`src/rtl/rfc_pkg.sv`:
```
// Package: shared types for the receive frame field compare unit.
// Holds the control-word layout and the anchor encoding that every
// entry decodes. Assumes a 32-bit configuration word.
package rfc_pkg;

    localparam int CFG_W        = 32;
    localparam int OFF_W        = 7;
    localparam int ANC_LSB      = 7;
    localparam int WIDE_BIT     = 9;
    localparam int POS_W        = 8;
    localparam int N_ANCHORS    = 4;

    typedef enum logic [1:0] {
        ANC_FRAME = 2'd0,
        ANC_L2    = 2'd1,
        ANC_L3    = 2'd2,
        ANC_L4    = 2'd3
    } anchor_e;

    typedef struct packed {
        logic             wide;
        anchor_e          anc;
        logic [OFF_W-1:0] off;
    } cmp_ctrl_t;

    // Extract the used fields from a raw control word.
    function automatic cmp_ctrl_t ctrl_from_word(input logic [CFG_W-1:0] w);
        cmp_ctrl_t c;
        c.off  = w[OFF_W-1:0];
        c.anc  = anchor_e'(w[ANC_LSB+1:ANC_LSB]);
        c.wide = w[WIDE_BIT];
        return c;
    endfunction

endpackage

```
`src/rtl/rfc_cfg_bank.sv`:
```
// Module: rfc_cfg_bank
// Stores the value/mask word and the decoded control fields of every
// compare entry. Assumes software writes entries between frames; a
// write lands at the clock edge where cfg_we is sampled high.
module rfc_cfg_bank
    import rfc_pkg::*;
#(
    parameter int N_ENTRIES = 8,
    parameter int IDX_W     = 3
) (
    input  logic                            clk,
    input  logic                            rst_n,
    input  logic                            we,
    input  logic                            sel,
    input  logic [IDX_W-1:0]                idx,
    input  logic [CFG_W-1:0]                wdata,
    output logic [N_ENTRIES-1:0][CFG_W-1:0] value_o,
    output cmp_ctrl_t [N_ENTRIES-1:0]       ctrl_o
);

    for (genvar i = 0; i < N_ENTRIES; i++) begin : g_slot
        logic hit_w;
        assign hit_w = we && (idx == IDX_W'(i));

        // Hold one entry's words; clear on reset, load on a matching write.
        always_ff @(posedge clk) begin
            if (!rst_n) begin
                value_o[i] <= '0;
                ctrl_o[i]  <= '0;
            end else if (hit_w) begin
                if (sel) begin
                    ctrl_o[i] <= ctrl_from_word(wdata);
                end else begin
                    value_o[i] <= wdata;
                end
            end
        end
    end

endmodule

```
`src/rtl/rfc_anchor_gen.sv`:
```
// Module: rfc_anchor_gen
// Turns the byte-valid, start-of-frame and locator strobes into a
// per-byte anchor vector indexed by anchor code. Assumes the locator
// raises each strobe on the same cycle as the anchor byte itself.
module rfc_anchor_gen
    import rfc_pkg::*;
(
    input  logic                 byte_vld,
    input  logic                 sof,
    input  logic                 l2_stb,
    input  logic                 l3_stb,
    input  logic                 l4_stb,
    output logic [N_ANCHORS-1:0] anc_hit_o,
    output logic                 sof_o
);

    // Gate every anchor with byte-valid so idle cycles carry no anchor.
    always_comb begin
        anc_hit_o           = '0;
        anc_hit_o[ANC_FRAME] = byte_vld && sof;
        anc_hit_o[ANC_L2]    = byte_vld && l2_stb;
        anc_hit_o[ANC_L3]    = byte_vld && l3_stb;
        anc_hit_o[ANC_L4]    = byte_vld && l4_stb;
        sof_o                = byte_vld && sof;
    end

endmodule

```
`src/rtl/rfc_entry.sv`:
```
// Module: rfc_entry
// One compare entry. Once the first strobe of its chosen anchor arrives,
// it counts the bytes, checks each byte that falls in its 2- or 4-byte
// window as it passes, and records which window bytes were seen and
// whether any failed. hit_o is the verdict that includes the current
// byte; the parent samples it on the end-of-frame byte. Assumes sof
// arrives together with byte_vld.
module rfc_entry
    import rfc_pkg::*;
(
    input  logic                 clk,
    input  logic                 rst_n,
    input  logic                 byte_vld,
    input  logic [7:0]           byte_data,
    input  logic                 sof,
    input  logic [N_ANCHORS-1:0] anc_hit,
    input  logic [CFG_W-1:0]     value,
    input  cmp_ctrl_t            ctrl,
    output logic                 hit_o
);

    logic             armed_q;
    logic [POS_W-1:0] pos_q;
    logic [3:0]       seen_q;
    logic             bad_q;

    logic             armed_e;
    logic [3:0]       seen_e;
    logic             bad_e;
    logic             take;
    logic             live;
    logic [POS_W-1:0] cur;
    logic [POS_W:0]   rel;
    logic [2:0]       nbytes;
    logic             in_win;
    logic [1:0]       k;
    logic [7:0]       exp_b;
    logic [7:0]       msk_b;
    logic             byte_ok;
    logic [3:0]       seen_n;
    logic             bad_n;
    logic [3:0]       need;
    logic [POS_W-1:0] pos_n;

    // Start-of-frame view of the progress state: a new frame starts clean.
    always_comb begin
        armed_e = sof ? 1'b0 : armed_q;
        seen_e  = sof ? 4'b0 : seen_q;
        bad_e   = sof ? 1'b0 : bad_q;
    end

    // Locate the current byte relative to the anchor and the window.
    always_comb begin
        take   = anc_hit[ctrl.anc] && !armed_e;
        live   = armed_e || take;
        cur    = take ? '0 : pos_q;
        rel    = {1'b0, cur} - {{(POS_W+1-OFF_W){1'b0}}, ctrl.off};
        nbytes = ctrl.wide ? 3'd4 : 3'd2;
        in_win = live && !rel[POS_W] && (rel[POS_W-1:0] < {{(POS_W-3){1'b0}}, nbytes});
        k      = rel[1:0];
        pos_n  = (cur == {POS_W{1'b1}}) ? cur : cur + 1'b1;
    end

    // Pick the expected byte and mask for the window slot in use.
    always_comb begin
        if (ctrl.wide) begin
            exp_b = value[{k, 3'b000} +: 8];
            msk_b = 8'hFF;
        end else if (k[0]) begin
            exp_b = value[31:24];
            msk_b = value[15:8];
        end else begin
            exp_b = value[23:16];
            msk_b = value[7:0];
        end
        byte_ok = ((byte_data & msk_b) == exp_b);
    end

    // Fold the current byte into the seen/failed record and form the verdict.
    always_comb begin
        seen_n = seen_e | (in_win ? (4'b0001 << k) : 4'b0000);
        bad_n  = bad_e || (in_win && !byte_ok);
        need   = ctrl.wide ? 4'b1111 : 4'b0011;
        hit_o  = ((seen_n & need) == need) && !bad_n;
    end

    // Advance the progress state on every accepted byte.
    always_ff @(posedge clk) begin
        if (!rst_n) begin
            armed_q <= 1'b0;
            pos_q   <= '0;
            seen_q  <= '0;
            bad_q   <= 1'b0;
        end else if (byte_vld) begin
            armed_q <= live;
            pos_q   <= live ? pos_n : '0;
            seen_q  <= seen_n;
            bad_q   <= bad_n;
        end
    end

endmodule

```
`src/rtl/rfc_field_cmp.sv`:
```
// Module: rfc_field_cmp (top)
// Receive frame field compare unit: a pool of N_ENTRIES compare entries
// evaluated in parallel against a byte stream. The per-entry flags are
// registered on the end-of-frame byte and shown for one cycle. Assumes
// frames are delimited by rx_sof/rx_eof on valid bytes and that entries
// are reprogrammed only between frames.
module rfc_field_cmp
    import rfc_pkg::*;
#(
    parameter int N_ENTRIES = 8,
    parameter int IDX_W     = (N_ENTRIES > 1) ? $clog2(N_ENTRIES) : 1
) (
    input  logic                 clk,
    input  logic                 rst_n,
    input  logic                 cfg_we,
    input  logic                 cfg_sel,
    input  logic [IDX_W-1:0]     cfg_idx,
    input  logic [CFG_W-1:0]     cfg_wdata,
    input  logic                 rx_valid,
    input  logic [7:0]           rx_data,
    input  logic                 rx_sof,
    input  logic                 rx_eof,
    input  logic                 anc_l2_stb,
    input  logic                 anc_l3_stb,
    input  logic                 anc_l4_stb,
    output logic                 match_vld,
    output logic [N_ENTRIES-1:0] match_vec
);

    logic [N_ENTRIES-1:0][CFG_W-1:0] ent_value;
    cmp_ctrl_t [N_ENTRIES-1:0]       ent_ctrl;
    logic [N_ANCHORS-1:0]            anc_hit;
    logic                            sof_g;
    logic [N_ENTRIES-1:0]            ent_hit;
    logic                            frame_end;

    rfc_cfg_bank #(
        .N_ENTRIES (N_ENTRIES),
        .IDX_W     (IDX_W)
    ) cfg_i (
        .clk     (clk),
        .rst_n   (rst_n),
        .we      (cfg_we),
        .sel     (cfg_sel),
        .idx     (cfg_idx),
        .wdata   (cfg_wdata),
        .value_o (ent_value),
        .ctrl_o  (ent_ctrl)
    );

    rfc_anchor_gen anc_i (
        .byte_vld  (rx_valid),
        .sof       (rx_sof),
        .l2_stb    (anc_l2_stb),
        .l3_stb    (anc_l3_stb),
        .l4_stb    (anc_l4_stb),
        .anc_hit_o (anc_hit),
        .sof_o     (sof_g)
    );

    for (genvar i = 0; i < N_ENTRIES; i++) begin : g_ent
        rfc_entry ent_i (
            .clk       (clk),
            .rst_n     (rst_n),
            .byte_vld  (rx_valid),
            .byte_data (rx_data),
            .sof       (sof_g),
            .anc_hit   (anc_hit),
            .value     (ent_value[i]),
            .ctrl      (ent_ctrl[i]),
            .hit_o     (ent_hit[i])
        );
    end

    assign frame_end = rx_valid && rx_eof;

    // Register the flags on the end-of-frame byte; hold them low otherwise.
    always_ff @(posedge clk) begin
        if (!rst_n) begin
            match_vld <= 1'b0;
            match_vec <= '0;
        end else begin
            match_vld <= frame_end;
            match_vec <= frame_end ? ent_hit : '0;
        end
    end

endmodule

```
`config.mk`:
```
export PLATFORM = sky130hd
export DESIGN_NAME = rfc_field_cmp
export DESIGN_NICKNAME = d
export VERILOG_FILES = /design/src/rtl/rfc_pkg.sv /design/src/rtl/rfc_cfg_bank.sv /design/src/rtl/rfc_anchor_gen.sv /design/src/rtl/rfc_entry.sv /design/src/rtl/rfc_field_cmp.sv
export SDC_FILE = /design/constraint.sdc
export NUM_CORES = 1
export LEC_CHECK = 0
export ABC_AREA = 1
export BUFFER_PORTS_ARGS = -buffer_cell sky130_fd_sc_hd__buf_2
export CORE_ASPECT_RATIO = 2
export CORE_MARGIN = 1
export CORE_UTILIZATION = 55
export DETAILED_ROUTE_END_ITERATION = 16
export PLACE_DENSITY = 0.71
export SETUP_SLACK_MARGIN = 0.05
export SYNTH_ARGS = -nofsm -noshare
export SYNTH_HDL_FRONTEND = slang
export SYNTH_SLANG_ARGS = --single-unit
```
`constraint.sdc`:
```
create_clock -name clk -period 5.87 [get_ports clk]
set_clock_uncertainty 0.05 [all_clocks]
set_input_delay 0.2935 -clock clk [delete_from_list [all_inputs] [get_ports clk]]
set_output_delay 0.2935 -clock clk [all_outputs]
set_load 0.02 [all_outputs]
```
==> impl_metrics.ini, run 1 <==
[floorplan]
core-area_um2 = 46660
core.rowCount = 112
initial_utilization = 0.5574
dieHeight_um = 309.5
ioPinCount = 62
die_w_um = 155.8
dieArea_um2 = 48210

[critical_path]
ff2ff_setup_slack_ps = 1740
cp-start-kind = primary input
worstSetupEndpointType = register
r2r_start = cfg_i.ctrl_o[67]
crit_type = in2reg
cp.required_ps = 6320
arrival_ps = 4610
ff2ff_path_depth = 20
crit_fanout = 24
rr_endpoint = match_vec[6]

[yosys]
synth_area_leader_cell = dfxtp_1
synth_top_area_frac = 0.3518
synth-compound-area-share = 0.1442
synth_top_family_by_area = simple AND/OR/NAND/NOR gates
synth_seq_cells = 457
synth_cell_type_count = 32
synth_area_um2 = 26010
syn_nets = 4274
yosys_warnings = 0
synth_seq_area_share = 0.3518
synthMuxAreaShare = 0
syn_inst = 4141
synth.area.top_cells = dfxtp_1 (35%), nand2_1 (19%), nand3_1 (9.4%)
synth-simple-area-share = 0.3584
synthXorXnorAreaFrac = 0.01111
synth_area_per_cell_um2 = 6.281
synth-adder-area-share = 0.04079

[power_and_ir_drop]
clockPowerShare = 0.418
power_density_nw_per_um2 = 248.6
p_comb_frac = 0.123
peakVddDrop_uv = 236.3
intPower_mw = 4.994
p_sw_mw = 1.946
seqPwrFrac = 0.459
p_leak_nw = 12.48
swShare = 0.2804

[grt]
grt_pass1_vias = 25210
antenna_found_initial = 1
overflow = 0
grt_pass1_wl_um = 129800
grt.total_usage = 0.3459
grt_max_degree = 165

[place]
io_buffers = 61
hpwl_um = 55570
place.gp.congestion = 0.9176

[route]
drtIter0Drc = 2124
drtPass1Iterations = 6
routed_via_density = 5.633
totalWireLength_um = 82860
vias = 26650
ant_nets = 0
drc = 0
wire_per_inst_um = 17.52

[clock_tree]
cts_setup_buffers = 0
cts_buffer_depth = 3
cts_resized = 0
cts_num_sinks = 457
clk_latency_ps = 580
root_buffer = clkbuf_16
cts_tree = done
numCtsBuffers = 43
hold_buffers = 0
h-tree-depth = 2
clk_pin_slew_worst_paths_ps = 70

[sta]
setup_viol = 0
fin_setup_tns_ps = 0
fin_crit_sh = 0.7089
hold_viol = 0
worstMarginPinSlew_ps = 1132
slew_headroom = 0.2434
finalMaxSlewViolations = 0
layout_min_cycle_time_ps = 4161
rsz0062_at_grt = false
fmax_mhz = 240.3

[min_path]
hold-path-cell-count = 3
hold_end = cfg_i.value_o[90]
hold_path.class = in2reg
min-delay-start = cfg_wdata[26]

[final_layout]
layout.nets = 4205
fin_util = 0.5983
area_delta_synth_final_pct = 7.346
final_cell_mix = nand2_1 (1350), nand3_1 (485), dfxtp_1 (457)
drive_above_1_share = 0.05240
antennaDiodeCount = 0
layout.cells.most_common = nand2_1

[job]
drv_cap = 0

[status]
status = complete, no violations
[cells by family (layout without fill, tap and decap cells)]
| family | Yosys count | in the layout |
|---|---|---|
| xor gates and xnor gates | 33 | 33 |
| and+or+nand+nor | 2200 | 2200 |
| adders and majority gates | 80 | 80 |
| DFF | 457 | 457 |
| AOI/OAI and AO/OA | 741 | 741 |
| buffers and inverters | 630 | 592 |
[registers in the layout, indices dropped and copies added, names as in the netlist]
name / flops
g_ent.ent_i.pos_q: 64
g_ent.ent_i.bad_q: 8
cfg_i.value_o: 256
match_vld: 1
g_ent.ent_i.seen_q: 32
cfg_i.ctrl_o: 80
g_ent.ent_i.armed_q: 8
match_vec: 8
[cells in the mapped netlist]
cell and instances:
o21ai_0 280, o211ai_1 8, fa_1 8, nor2_2 14, nand4_1 58, nor2_4 2
clkinv_1 6, nand3_2 9, nor2_1 234, nand2_1 1350, nand3_1 487, o21bai_1 3
buf_4 7, o21a_1 3, nand2_4 2, a21oi_1 444, ha_1 72, nand2_2 8
xor2_1 27, dfxtp_1 457, buf_6 4, nand3b_1 28, or2_2 2, nand3_4 1
nand4_2 5, buf_2 13, xnor2_1 6, a21boi_0 3, inv_2 10, inv_1 414
buf_1 6, clkbuf_1 170
[power groups by stage]
| stage | Sequential (mW) | Clock (mW) | Combinational (mW) |
|---|---|---|---|
| floorplan | 3.25 | 0 | 0.565 |
| global placement | 3.25 | 0 | 0.830 |
| detailed placement | 3.25 | 0 | 0.836 |
| CTS | 3.18 | 2.94 | 0.839 |
| global route | 3.19 | 3.04 | 0.940 |
| finish | 3.18 | 2.90 | 0.852 |
[layout make-up]
| type | count | area (um^2) |
|---|---|---|
| clock inverter | 17 | 201.4 |
| inverter | 430 | 1622 |
| timing repair buffer | 86 | 511.7 |
| clock buffer | 59 | 1206 |
| multi-input combinational | 3054 | 14450 |
| fill | 4720 | 18750 |
| tap | 627 | 784.5 |
| sequential | 457 | 9149 |
[metal layers]
| layer | share of wire | track usage | wire length, um | vias to the layer above |
|---|---|---|---|---|
| met1 | 0.38 | 0.3793 | 31640 | 12280 |
| met5 | 0 | 0 | 0 | - |
| met3 | 0.060 | 0.03953 | 5005 | 264 |
| met4 | 0.067 | 0.2237 | 5512 | 0 |
| met2 | 0.49 | 0.6257 | 40700 | 853 |
| li1 | - | - | - | 13250 |
[worst max-delay path, stage by stage]
cell	delay [ps]
buf_2	390
nand2_2	270
inv_1	250
nand2_1	80
nand3_1	80
nand3_1	350
nand2_1	260
ha_1	170
inv_1	60
fa_1	710
inv_1	100
nand2_1	350
nand3_1	210
nand2_1	130
xor2_1	80
nor2_1	90
nand2_1	60
nor2_1	230
nor2_1	110
nor2_1	130
nand3_1	80
nor2_1	110
[through the flow]
stage	hold slack, ps	worst slack, ps	instance area (um^2)	total power, mW	std cells
2_1_floorplan	373.7	2895	26010	3.812	4141
3_3_place_gp	382.4	1265	26510	4.084	4654
3_5_place_dp	386.5	1280	26510	4.091	4654
4_1_cts	86.78	1838	27920	6.964	4730
5_1_grt	98.29	1338	27920	7.169	4730
6_report	111.7	1709	27920	6.940	4730
[worst max-delay path by stage]
stage | start | to | slack (ps) | cells after the start
5_1_grt | rx_valid | match_vec[5] | 1340 | 22
4_1_cts | rx_valid | match_vec[7] | 1840 | 21
3_3_place_gp | rx_valid | match_vec[5] | 1260 | 22
6_report | rx_valid | match_vec[5] | 1710 | 22
2_1_floorplan | rx_valid | match_vec[6] | 2890 | 23
3_5_place_dp | rx_valid | match_vec[5] | 1280 | 21
(Power assumes the default switching activity.)
==> run 2: changes to the inputs <==
--- a/config.mk
+++ b/config.mk
@@ -11,7 +11,7 @@
 export CORE_MARGIN = 1
 export CORE_UTILIZATION = 55
 export DETAILED_ROUTE_END_ITERATION = 16
-export PLACE_DENSITY = 0.71
+export PLACE_DENSITY = 0.74
 export SETUP_SLACK_MARGIN = 0.05
 export SYNTH_ARGS = -nofsm -noshare
 export SYNTH_HDL_FRONTEND = slang
==> constraint.sdc (replaced) <==
create_clock -name clk -period 3.8 [get_ports clk]
set_clock_uncertainty 0.05 [all_clocks]
set_input_delay 0.19 -clock clk [delete_from_list [all_inputs] [get_ports clk]]
set_output_delay 0.19 -clock clk [all_outputs]
set_load 0.02 [all_outputs]
==> run 2 against run 1 <==
Net effect:
- worst setup slack worse by 1400 ps
- sequential power up 55%
- register-to-register slack worse by 1400 ps
==> impl_metrics.ini, run 2 (synthesis gave the netlist of run 1 again) <==
[final_layout]
final_cell_mix = nand2_1 (1348), nand3_1 (485), dfxtp_1 (457)
fillerInstances = 4622
layout.nets = 4239
area_delta_synth_final_pct = 8.852
drive_above_1_share = 0.06042
antennaDiodeCount = 0
layout.cells.most_common = nand2_1
largest_register = cfg_i.value_o
reg_top3 = cfg_i.value_o (256), cfg_i.ctrl_o (80), g_ent.ent_i.pos_q (64)
largest_reg_flops = 256

[power_and_ir_drop]
p_sw_mw = 3.019
power_mw = 11.05
power_density_nw_per_um2 = 390.4
p_comb_frac = 0.122
peakVddDrop_uv = 435.3
intPower_mw = 8.033
p_leak_nw = 12.72
seqPwrFrac = 0.445
swShare = 0.2732
clockPowerShare = 0.433

[clock_tree]
root_buffer = clkbuf_16
cts_buffer_depth = 3
clk_pin_slew_worst_paths_ps = 70
cts_num_sinks = 457
cts_tree = done
clk_latency_ps = 570
cts_setup_buffers = 0
numCtsBuffers = 42
h-tree-depth = 2

[floorplan]
core.rowCount = 112
die_w_um = 155.8
core-area_um2 = 46660
dieHeight_um = 309.5
initial_utilization = 0.5574
ioPinCount = 62
dieArea_um2 = 48210

[route]
routed_via_density = 5.615
drc = 0
wire_per_inst_um = 17.29
totalWireLength_um = 82390
drtIter0Drc = 1940
ant_nets = 0
drtPass1Iterations = 8
vias = 26750

[place]
hpwl_um = 56610
place.gp.congestion = 0.9345
io_buffers = 61

[sta]
fmax_mhz = 290.1
slew_headroom = 0.3483
rsz0062_at_grt = true
hold_viol = 0
worstMarginPinSlew_ps = 976.5
layout_min_cycle_time_ps = 3447
setup_viol = 0
fin_crit_sh = 0.9072
finalMaxSlewViolations = 0
fin_setup_tns_ps = 0

[critical_path]
worstSetupEndpointType = register
arrival_ps = 3900
slowest_stage = fa_1
crit_fanout = 10
critical_path.most_common_cell = nor2_1
cp.required_ps = 4250
cp-start-kind = register
crit_type = reg2reg
critPathTopFamily = simple AND/OR/NAND/NOR gates
critPathMaxStageDelay_ps = 680
cp_num_buf_inv = 4
cp_cell_sequence = inv_1 > nand3_1 > nand3_1 > nand3_1 > buf_4 > nand2_1 > inv_1 > fa_1 > inv_1 > nand2_2 > nor2_1 > o21ai_0 > nand2_1 > nor2_1 > nand2_1 > nor2_1 > nor2_1 > nor2_1 > nand3_1 > nor2_1

[grt]
grt_max_degree = 234
grt_pass1_vias = 24910
grt_pass1_wl_um = 128800
grt.total_usage = 0.3432
overflow = 0
antenna_found_initial = 0

[min_path]
hold_path.class = in2reg

[job]
drv_cap = 0

[status]
status = complete, no violations
## run 2: changes by cell type in the layout (fill, tap and decap cells not counted), sizes merged
cell         previous run  this run
buf                    86       117
bufinv                  4         9
clkbuf                 59        55
clkinv                 11        15
clkinvlp                5         0
dlygate4sd3             0         4
## run 2: tightest hold or removal path, stage by stage
cell and delay (ps):
buf_2 210, nand3_1 130, a21oi_1 60
## run 2: layer usage
layer,track usage,vias up,part of all wire
met5,0,-,0
met4,0.2408,0,0.076
met3,0.04330,314,0.063
met2,0.6151,887,0.49
met1,0.3716,12240,0.37
li1,-,13320,-
## run 2: cell type report
type	instances	area [um^2]	share of cell area
clock inverters	21	337.8	0.01193
well taps	627	784.5	0.02771
multi-input cells	3054	14450	0.5104
repair buffers	121	797.0	0.02815
clock buffers	55	1171	0.04137
flip-flops and latches	457	9149	0.3232
inverters	430	1622	0.05728
## run 2: metrics by stage
step,util,area [um^2],setup slack [ps],std cells,hold slack (ps)
after floorplan,-,26010,879.0,4141,305.0
after global routing,0.6067,28310,28.09,4765,12.99
after detailed placement,0.5734,26760,160.4,4685,386.5
final,0.6067,28310,352.7,4765,17.90
after global placement,0.5734,26760,177.4,4685,382.4
after CTS,0.6066,28310,246.8,4765,0.1364
## run 2: worst paths after layout
| check | startpoint | slack [ps] | cells after the start | endpoint |
|---|---|---|---|---|
| max | cfg_i.ctrl_o[57] | 350 | 20 | match_vec[5] |
| min | cfg_wdata[19] | 20 | 3 | cfg_i.value_o[179] |
| max reg2reg | cfg_i.ctrl_o[57] | 350 | 20 | match_vec[5] |
| min reg2reg | cfg_i.value_o[158] | 400 | 2 | cfg_i.value_o[158] |
## run 2: what timing repair did
| item | 4_1_cts | 5_1_grt |
|---|---|---|
| hold buffers | 4 | 0 |
| gates resized for setup | 0 | 2 |
| setup endpoints to repair | 0 | 4 |
| hold endpoints to repair | 8 | 0 |
## run 2: power groups by stage
stage / clock network (mW) / logic, mW / registers, mW
3_3_place_gp: 0 / 1.30 / 5.03
6_report: 4.79 / 1.34 / 4.92
5_1_grt: 5.00 / 1.48 / 4.93
3_5_place_dp: 0 / 1.31 / 5.03
2_1_floorplan: 0 / 0.873 / 5.02
4_1_cts: 4.84 / 1.32 / 4.92
